<file path="config.mk">
export PLATFORM = sky130hd
export DESIGN_NAME = rank_refresh_sched
export DESIGN_NICKNAME = d
export VERILOG_FILES = /design/src/rtl/rfs_pkg.sv /design/src/rtl/rfs_interval_timer.sv /design/src/rtl/rfs_ref_seq.sv /design/src/rtl/rfs_power_ctl.sv /design/src/rtl/rank_refresh_sched.sv
export SDC_FILE = /design/constraint.sdc
export NUM_CORES = 1
export LEC_CHECK = 0
export BUFFER_PORTS_ARGS = -buffer_cell sky130_fd_sc_hd__clkbuf_2
export CAP_MARGIN = 20
export CORE_MARGIN = 3
export CORE_UTILIZATION = 25
export CTS_BUF_LIST = sky130_fd_sc_hd__clkbuf_8 sky130_fd_sc_hd__clkbuf_16
export DETAILED_ROUTE_END_ITERATION = 12
export PLACE_DENSITY = 0.43
export SETUP_SLACK_MARGIN = 0.05
export SYNTH_ARGS = -nofsm -noshare
export SYNTH_HDL_FRONTEND = slang
export SYNTH_HIERARCHICAL = 1
export SYNTH_SLANG_ARGS = --single-unit
</file>
<file path="constraint.sdc">
create_clock -name clk -period 2 [get_ports clk]
set_input_delay 0.1 -clock clk [delete_from_list [all_inputs] [get_ports clk]]
set_output_delay 0.1 -clock clk [all_outputs]
set_load 0.05 [all_outputs]
</file>
<file path="src/rtl/rfs_pkg.sv">
// Shared types for the rank refresh scheduler.
package rfs_pkg;

    // Power state of the rank; the code values are visible on the top port.
    typedef enum logic [1:0] {
        PWR_AWAKE     = 2'd0,
        PWR_PD_OPEN   = 2'd1,
        PWR_PD_CLOSED = 2'd2,
        PWR_SELF_REF  = 2'd3
    } pwr_state_t;

    // Phase of the refresh sequence.
    typedef enum logic [1:0] {
        SEQ_IDLE  = 2'd0,
        SEQ_CLOSE = 2'd1,
        SEQ_REF   = 2'd2
    } seq_state_t;

endpackage

</file>
<file path="src/rtl/rfs_interval_timer.sv">
// Free-running refresh interval counter.
// Raises due_o for one cycle every T_REFI cycles. It never waits for a
// refresh to finish, so late refreshes do not shift later due points.
// Assumes T_REFI >= 2.
module rfs_interval_timer #(
    parameter int T_REFI = 7800
) (
    input  logic clk,
    input  logic rst_n,
    output logic due_o
);
    localparam int CW = $clog2(T_REFI);
    localparam logic [CW-1:0] LAST = CW'(T_REFI - 1);

    logic [CW-1:0] cnt_q;

    assign due_o = (cnt_q == LAST);

    // Count 0 .. T_REFI-1 and wrap.
    always_ff @(posedge clk) begin
        if (!rst_n) begin
            cnt_q <= '0;
        end else if (due_o) begin
            cnt_q <= '0;
        end else begin
            cnt_q <= cnt_q + 1'b1;
        end
    end
endmodule

</file>
<file path="src/rtl/rfs_ref_seq.sv">
// Refresh sequencer for one rank.
// Holds a flag for each owed refresh. When the rank is ready it closes any
// open banks, waits T_RP cycles, issues the refresh, then waits T_RFC cycles.
// Refresh points that arrive during self-refresh are not recorded.
// Assumes T_RP >= 1 and T_RFC >= 1.
module rfs_ref_seq
    import rfs_pkg::*;
#(
    parameter int T_RFC = 260,
    parameter int T_RP  = 14
) (
    input  logic clk,
    input  logic rst_n,
    input  logic due_i,
    input  logic self_ref_i,
    input  logic ready_i,
    input  logic any_open_i,
    output logic pre_all_o,
    output logic ref_o,
    output logic idle_o,
    output logic pend_o
);
    localparam int TMAX = (T_RFC > T_RP) ? T_RFC : T_RP;
    localparam int TW   = (TMAX > 1) ? $clog2(TMAX) : 1;
    localparam logic [TW-1:0] RP_LOAD  = TW'(T_RP - 1);
    localparam logic [TW-1:0] RFC_LOAD = TW'(T_RFC - 1);

    seq_state_t    st_q;
    logic [TW-1:0] tmr_q;
    logic          pend_q;
    logic          start;

    // A sequence may begin only from idle with a refresh owed and the rank ready.
    assign start     = (st_q == SEQ_IDLE) && pend_q && ready_i;
    assign pre_all_o = start && any_open_i;
    assign ref_o     = (start && !any_open_i) ||
                       ((st_q == SEQ_CLOSE) && (tmr_q == '0));
    assign idle_o    = (st_q == SEQ_IDLE);
    assign pend_o    = pend_q;

    // Owed-refresh flag: cleared by the command, set by a due point outside self-refresh.
    always_ff @(posedge clk) begin
        if (!rst_n) begin
            pend_q <= 1'b0;
        end else begin
            pend_q <= (pend_q && !ref_o) || (due_i && !self_ref_i);
        end
    end

    // Close, refresh and idle phases with their countdowns.
    always_ff @(posedge clk) begin
        if (!rst_n) begin
            st_q  <= SEQ_IDLE;
            tmr_q <= '0;
        end else begin
            case (st_q)
                SEQ_IDLE: begin
                    if (pre_all_o) begin
                        st_q  <= SEQ_CLOSE;
                        tmr_q <= RP_LOAD;
                    end else if (ref_o) begin
                        st_q  <= SEQ_REF;
                        tmr_q <= RFC_LOAD;
                    end
                end
                SEQ_CLOSE: begin
                    if (tmr_q == '0) begin
                        st_q  <= SEQ_REF;
                        tmr_q <= RFC_LOAD;
                    end else begin
                        tmr_q <= tmr_q - 1'b1;
                    end
                end
                SEQ_REF: begin
                    if (tmr_q == '0) begin
                        st_q <= SEQ_IDLE;
                    end else begin
                        tmr_q <= tmr_q - 1'b1;
                    end
                end
                default: begin
                    st_q  <= SEQ_IDLE;
                    tmr_q <= '0;
                end
            endcase
        end
    end
endmodule

</file>
<file path="src/rtl/rfs_power_ctl.sv">
// Low-power state tracker for one rank.
// Takes a sleep request only while the rank is quiet, picks the power-down
// flavour from the bank status, and on wake-up runs an exit countdown of
// T_XP cycles before the rank counts as ready. A wake request while awake
// is flagged for one cycle. Assumes T_XP >= 1.
module rfs_power_ctl
    import rfs_pkg::*;
#(
    parameter int T_XP = 6
) (
    input  logic       clk,
    input  logic       rst_n,
    input  logic       sleep_req_i,
    input  logic       sleep_self_i,
    input  logic       wake_req_i,
    input  logic       any_open_i,
    input  logic       quiet_i,
    output pwr_state_t state_o,
    output logic       exit_done_o,
    output logic       wake_err_o
);
    localparam int XW = (T_XP > 1) ? $clog2(T_XP) : 1;
    localparam logic [XW-1:0] XP_LOAD = XW'(T_XP - 1);

    pwr_state_t    st_q;
    logic [XW-1:0] xcnt_q;
    logic          err_q;

    assign state_o     = st_q;
    assign exit_done_o = (xcnt_q == '0);
    assign wake_err_o  = err_q;

    // Power state transitions.
    always_ff @(posedge clk) begin
        if (!rst_n) begin
            st_q <= PWR_AWAKE;
        end else if (st_q == PWR_AWAKE) begin
            if (sleep_req_i && quiet_i) begin
                if (sleep_self_i) begin
                    if (!any_open_i) begin
                        st_q <= PWR_SELF_REF;
                    end
                end else begin
                    st_q <= any_open_i ? PWR_PD_OPEN : PWR_PD_CLOSED;
                end
            end
        end else if (wake_req_i) begin
            st_q <= PWR_AWAKE;
        end
    end

    // Exit latency countdown, loaded on the wake edge.
    always_ff @(posedge clk) begin
        if (!rst_n) begin
            xcnt_q <= '0;
        end else if ((st_q != PWR_AWAKE) && wake_req_i) begin
            xcnt_q <= XP_LOAD;
        end else if (xcnt_q != '0) begin
            xcnt_q <= xcnt_q - 1'b1;
        end
    end

    // One-cycle flag for a wake request made while already awake.
    always_ff @(posedge clk) begin
        if (!rst_n) begin
            err_q <= 1'b0;
        end else begin
            err_q <= (st_q == PWR_AWAKE) && wake_req_i;
        end
    end
endmodule

</file>
<file path="src/rtl/rank_refresh_sched.sv">
// Top of the rank refresh scheduler.
// Joins the interval timer, the refresh sequencer and the power tracker,
// and derives the single busy flag the command scheduler obeys. Address
// decode and data movement live elsewhere.
module rank_refresh_sched
    import rfs_pkg::*;
#(
    parameter int NUM_BANKS = 8,
    parameter int T_REFI    = 7800,
    parameter int T_RFC     = 260,
    parameter int T_RP      = 14,
    parameter int T_XP      = 6
) (
    input  logic                 clk,
    input  logic                 rst_n,
    input  logic [NUM_BANKS-1:0] bank_open_i,
    input  logic                 sleep_req_i,
    input  logic                 sleep_self_i,
    input  logic                 wake_req_i,
    output logic                 pre_all_o,
    output logic                 ref_o,
    output logic                 rank_busy_o,
    output logic [1:0]           pwr_state_o,
    output logic                 wake_err_o
);
    logic       due;
    logic       any_open;
    logic       ready;
    logic       quiet;
    logic       seq_idle;
    logic       seq_pend;
    logic       exit_done;
    pwr_state_t pstate;

    assign any_open    = |bank_open_i;
    // Awake with the exit latency spent: refresh may start.
    assign ready       = (pstate == PWR_AWAKE) && exit_done;
    // Nothing owed and nothing running: traffic and sleep may proceed.
    assign quiet       = ready && seq_idle && !seq_pend;
    assign rank_busy_o = !quiet;
    assign pwr_state_o = pstate;

    rfs_interval_timer #(
        .T_REFI (T_REFI)
    ) u_timer (
        .clk   (clk),
        .rst_n (rst_n),
        .due_o (due)
    );

    rfs_ref_seq #(
        .T_RFC (T_RFC),
        .T_RP  (T_RP)
    ) u_seq (
        .clk        (clk),
        .rst_n      (rst_n),
        .due_i      (due),
        .self_ref_i (pstate == PWR_SELF_REF),
        .ready_i    (ready),
        .any_open_i (any_open),
        .pre_all_o  (pre_all_o),
        .ref_o      (ref_o),
        .idle_o     (seq_idle),
        .pend_o     (seq_pend)
    );

    rfs_power_ctl #(
        .T_XP (T_XP)
    ) u_pwr (
        .clk          (clk),
        .rst_n        (rst_n),
        .sleep_req_i  (sleep_req_i),
        .sleep_self_i (sleep_self_i),
        .wake_req_i   (wake_req_i),
        .any_open_i   (any_open),
        .quiet_i      (quiet),
        .state_o      (pstate),
        .exit_done_o  (exit_done),
        .wake_err_o   (wake_err_o)
    );
endmodule

</file>
---- After elaboration in Yosys (flattened, before gate mapping) ----
Cells that the tools add are included.
cells by class
  mux-type cells .......................... 18
  order comparisons ....................... 0
  shift operators ......................... 0
  multipliers ............................. 0
  bitwise operators ....................... 1
  equal/unequal tests ..................... 10
  add/subtract/negate cells ............... 3
  div/mod/pow operators ................... 0
  reduce and logical (&&, ||, !) cells .... 34
operators with widths
  cell                     count
  $mux W9                  4
  $pmux W9 S3              1
  $mux W2                  10
  $add A13 B1 Y13 const B  1
  $eq A13 B13 Y1 const B   1
  $logic_and A1 B1 Y1      13
  $logic_not A9 Y1         1
  $sub A9 B1 Y9 const B    1
  $reduce_or A8 Y1         1
  $mux W3                  2
  $pmux W2 S3              1
  $reduce_and A3 Y1        2
  $reduce_bool A2 Y1       3
  $logic_not A1 Y1         5
  $eq A2 B2 Y1 const B     2
  $logic_not A2 Y1         2
  $ne A2 B1 Y1 const B     2
  $ne A2 B2 Y1 const B     2
  $reduce_or A2 Y1         2
  $logic_not A3 Y1         1
  $ne A3 B2 Y1 const B     1
  $ne A3 B3 Y1 const B     1
  $reduce_bool A3 Y1       1
  $sub A3 B1 Y3 const B    1
  4 further kinds          5
word-level totals
  memories kept ........................... 0
  output and inout bits ................... 6
  bits in latches ......................... 0
  register bits ........................... 31
  memory bits (writable) .................. 0
  bits of input ports ..................... 13
  bits in read-only memories .............. 0
  word-level logic and storage cells ...... 74

---- Longest topological paths before layout ----
  depth after elaboration ................. 8
  gate-level depth with buffers ........... 8
  gate-level depth less buffers ........... 8

---- By module ----
The synthesis kept the hierarchy.
modules (own cells, without submodules)
  module              instances  sequential area each (µm²)  cells an instance  area an instance (µm²)
  rfs_ref_seq         1          240.2                       112                904.6
  rfs_interval_timer  1          260.2                       60                 578.1
  rfs_power_ctl       1          120.1                       30                 295.3
  rank_refresh_sched  1          0.0                         7                  58.8

---- Worst setup path before layout ----
Ideal clock, no wire load.
  kind .................................... reg2reg
  start point ............................. register u_pwr.xcnt_q[0]
  end point ............................... register u_seq.pend_q, in the netlist u_seq/pend_o
  stages on the path, launching flop included .. 9
  buffers on the path ..................... 0
  path slack .............................. -647 ps
  required time ........................... 1835 ps
  data arrival time ....................... 2482 ps
  setup time .............................. 165 ps
  period minus slack after synthesis ...... 2647 ps
  cell sequence ........................... dfxtp_1 -> inv_1 -> ha_1 -> ha_1 -> nor3b_4 -> nand2_1 -> or3_1 -> a21oi_1 -> o21ai_0
on the way
  cells in the longest elaborated chain, start to end .. 8
ends and longest elaborated chain
  what                    line                      source
  start, declared         rfs_power_ctl.sv:26       logic [XW-1:0] xcnt_q;
  start signal, assigned  rfs_power_ctl.sv:59       xcnt_q <= xcnt_q - 1'b1;
  $logic_not A3 Y1        rfs_power_ctl.sv:30       assign exit_done_o = (xcnt_q == '0);
  net exit_done           rank_refresh_sched.sv:32  logic exit_done;
  $logic_and A1 B1 Y1     rank_refresh_sched.sv:37  assign ready = (pstate == PWR_AWAKE) && exit_done;
  net ready               rank_refresh_sched.sv:28  logic ready;
  $logic_and A1 B1 Y1     rfs_ref_seq.sv:34         assign start = (st_q == SEQ_IDLE) && pend_q && ready_i;
  $logic_and A1 B1 Y1     rfs_ref_seq.sv:36         assign ref_o = (start && !any_open_i) ||
  $logic_or A1 B1 Y1      rfs_ref_seq.sv:36
  net ref_o               rank_refresh_sched.sv:21  output logic ref_o,
  $logic_not A1 Y1        rfs_ref_seq.sv:46         pend_q <= (pend_q && !ref_o) || (due_i && !self_ref_i);
  $logic_and A1 B1 Y1     rfs_ref_seq.sv:46
  $logic_or A1 B1 Y1      rfs_ref_seq.sv:46
  end signal, assigned    rfs_ref_seq.sv:46
  end, declared           rfs_ref_seq.sv:30         logic pend_q;
The timed path passes the listed nets, and every way through them passes these cells.
A chain may end at the register's enable or synchronous reset.

---- Worst setup path after layout ----
  start point ............................. register u_pwr.xcnt_q[0]
  end point ............................... output port ref_o
on the way
  cells in the longest elaborated chain, start to end .. 5
ends and longest elaborated chain
  what                 line
  $logic_not A3 Y1     rfs_power_ctl.sv:30
  net exit_done        rank_refresh_sched.sv:32
  $logic_and A1 B1 Y1  rank_refresh_sched.sv:37
  net ready            rank_refresh_sched.sv:28
  $logic_and A1 B1 Y1  rfs_ref_seq.sv:34
  $logic_and A1 B1 Y1  rfs_ref_seq.sv:36
  $logic_or A1 B1 Y1   rfs_ref_seq.sv:36
  end, declared        rank_refresh_sched.sv:21
The timed path passes the listed nets, and every way through them passes these cells.

==> results.yml <==
cts:
  hold_buffers: 0
  cts-root-buf: "clkbuf_8"
  cts-htree-levels: 2
  cts_made_buffers: 5
  clock_latency_ns: 0.29
  clock_sinks: 31
  cts_tree: "built"
  cts_max_path_buffers: 2
  clk_pin_slew_worst_paths_ns: 0.07
floorplan:
  initial_core_util_pct: 26.45
  fp.dieArea_sq_um: 8412
  fp.dieH_um: 91.72
  core_sq_um: 6944
  rows: 30
  ios: 19
  die_x_um: 91.72
layout:
  nets: 269
  syn_to_final_growth_pct: 30.31
  n_antenna_cell: 0
  drive_gt1_share_pct: 28.69
min_path:
  hp-class: "in -> reg"
critical_path:
  arrival_ns: 2.02
  crit_path_top_delay_cell: "or3_4"
  cpMostUsedCell: "ha_4"
  cp-start-kind: "register"
  path_class: "reg -> out"
  max_stage_delay_ns: 0.38
  critPathCaptureType: "primary output"
  required_ns: 1.90
  crit_chain: "inv_2, ha_4, ha_4, nor3b_4, buf_6, nand2_4, or3_4, a21oi_4, buf_12"
  cp_max_fo: 3
synthesis:
  syn_nets: 228
  yosys.area.top_type: "dfxtp_1"
  synthTopCellsByArea: "dfxtp_1 (34%), xor2_1 (5.7%), ha_1 (4.1%), nor2_1 (3.5%), nand2_1 (2.7%)"
  synth_edf_count: 0
  synth.top_cells.by_count: "dfxtp_1 (31), nor2_1 (17), nand2_1 (13)"
  synthArstFlopShare_pct: 0
  yosysWarnings: 6
  ys_seq_elements: 31
  syn_area_per_cell_sq_um: 8.788
  yosysUniqueCellTypes: 61
  synth_flop_cell: "dfxtp_1"
  synth_cells: 209
  ys_seq_area_share_pct: 33.79
  yosysMostFrequentCell: "dfxtp_1"
  synth_top_area_share_pct: 33.79
  netlist_area_sq_um: 1837
global_route:
  grt_overflow: 0
  grt_max_degree: 25
  track_usage_pct: 11.35
  grt_pass1_vias: 1599
  antenna_found_initial: 0
  grt_pass1_wl_um: 7721
placed_design:
  place_congestion: 0.8168
  preCtsSetupSlack_ns: 0.1278
  dp_hpwl_um: 3263
  io_buffers: 18
route:
  wl_um: 4475
  vias: 1623
  dr.first_iter.drc_count: 48
  drt.antenna.violating_nets: 0
  wl_per_cell_um: 12.90
  via_per_inst: 4.677
  drc: 0
  dr.pass1.iters: 4
pwr:
  power.switching_w: 0.0005051
  peakVddDrop_v: 0.0003409
  combPwrFrac_pct: 25.6
  p_int_w: 0.001280
  p_clk_share_pct: 37.2
  power_density_nw_per_um2: 745.9
  p_leak_nw: 0.9998
  seqPwrFrac_pct: 37.2
  switching_share_pct: 28.29
outcome:
  status: "complete, but fails checks"
  failed_checks: "setup timing"
sta:
  period_share_pct: 105.9
  tns_ns: -0.2677
  clock_skew_ns: 0.01152
  slew_violations: 0
  relSlewSlack_pct: 60.92
  setup_ws_ns: -0.1178
  layout_min_cycle_time_ns: 2.118
  fmax_ghz: 0.4722
  setup_violations: 6
  finalHoldViolCount: 0
  worst_pin_slew_ns: 0.5820
  rsz0062_at_grt: "true"
flow_run:
  maxCapViolCount: 0
power groups by stage:
stage	Combinational [W]	Sequential, W	Clock (W)
2_1_floorplan	0.000241	0.000694	0
3_3_place_gp	0.000356	0.000676	0
3_5_place_dp	0.000358	0.000676	0
4_1_cts	0.000406	0.000663	0.000680
5_1_grt	0.000503	0.000669	0.000704
6_report	0.000457	0.000664	0.000664
placed cells by master (no fill, tap or decap), types with 3 or more instances in the layout:
| cell type | instances |
|---|---|
| dfxtp_1 | 29 |
| buf_4 | 24 |
| nor2_1 | 17 |
| clkbuf_2 | 16 |
| nand2_1 | 12 |
| xor2_1 | 12 |
| inv_1 | 8 |
| o21ai_0 | 8 |
| clkbuf_8 | 7 |
| nand3_1 | 7 |
| a31oi_1 | 7 |
| nand2b_1 | 5 |
| a21boi_1 | 5 |
| and3_1 | 5 |
| a21oi_1 | 5 |
| nand4_1 | 4 |
| ha_1 | 4 |
| nor4_1 | 3 |
| nand3b_1 | 3 |
| o21ai_1 | 3 |
| a211oi_1 | 3 |
| o311ai_1 | 3 |
| and2_1 | 3 |
| nor3_1 | 3 |
per-layer routing:
| metal | global-route usage [%] | routed length [um] | vias up |
|---|---|---|---|
| li1 | - | - | 848 |
| met1 | 14.64 | 2218 | 741 |
| met2 | 18.14 | 2054 | 29 |
| met3 | 2.461 | 132 | 5 |
| met4 | 4.950 | 70 | 0 |
| met5 | 0 | 0 | - |
stage by stage:
| step | total power [W] | cell area (sq um) | std cells | util, % | hold WS, ns |
|---|---|---|---|---|---|
| 2_1_floorplan | 0.0009346 | 1883 | 209 | - | 0.2217 |
| 3_3_place_gp | 0.001031 | 2186 | 330 | 31.48 | 0.3847 |
| 3_5_place_dp | 0.001034 | 2186 | 330 | 31.48 | 0.3815 |
| 4_1_cts | 0.001749 | 2335 | 340 | 33.62 | 0.06706 |
| 5_1_grt | 0.001876 | 2394 | 347 | 34.47 | 0.08058 |
| 6_report | 0.001785 | 2394 | 347 | 34.47 | 0.07857 |
critical path: cells and delay by family, from the launching register on:
kind / cells / cell delay [ns]
adder cells (fa/ha/maj): 2 / 0.26
buffers and inverters: 3 / 0.36
flip-flops: 1 / 0.33
AO/OA/AOI/OAI: 1 / 0.17
AND/OR/NAND/NOR: 3 / 0.61
sequential cells by signal, indices dropped and copies added, names as in the netlist:
register	flops
u_seq/tmr_q	9
u_seq/pend_o	1
u_pwr/state_o	2
u_timer/cnt_q	13
u_seq/st_q	2
u_pwr/wake_err_o	1
u_pwr/xcnt_q	3
cells by family (layout without fill, tap and decap cells):
group / Yosys count / in the layout / synth area share [%]
compound gates: 52 / 52 / 20.44
flops: 31 / 31 / 33.79
mux: 1 / 1 / 0.5450
xor+xnor: 14 / 14 / 6.676
buf+inv: 19 / 61 / 4.359
simple gates: 86 / 86 / 30.11
fa+ha+maj: 6 / 6 / 4.087
worst paths after layout:
kind | startpoint | end | slack, ns | cells after the start
worst max register to register | u_pwr/xcnt_q[0] | u_seq/tmr_q[1] | -0.05 | 10
worst max-delay path | u_pwr/xcnt_q[0] | ref_o | -0.12 | 9
worst min register to register | u_timer/cnt_q[0] | u_timer/cnt_q[0] | 0.47 | 1
worst min-delay path | sleep_req_i | u_pwr/state_o[0] | 0.08 | 3
area by class of cell:
class	count	area, sq um
tap	96	120.1
inverter	10	37.54
sequential	31	623.1
timing repair buffer	43	305.3
clock inverter	2	35.03
fill	733	4551
multi-input combinational	159	1190
clock buffer	6	82.58
repair_timing:
action                     CTS  global route
pin swaps                    1             4
setup endpoints to repair    2            11
resized for setup            5             3
setup buffers                2             7
No activity file was read; power rests on OpenSTA's default activity.
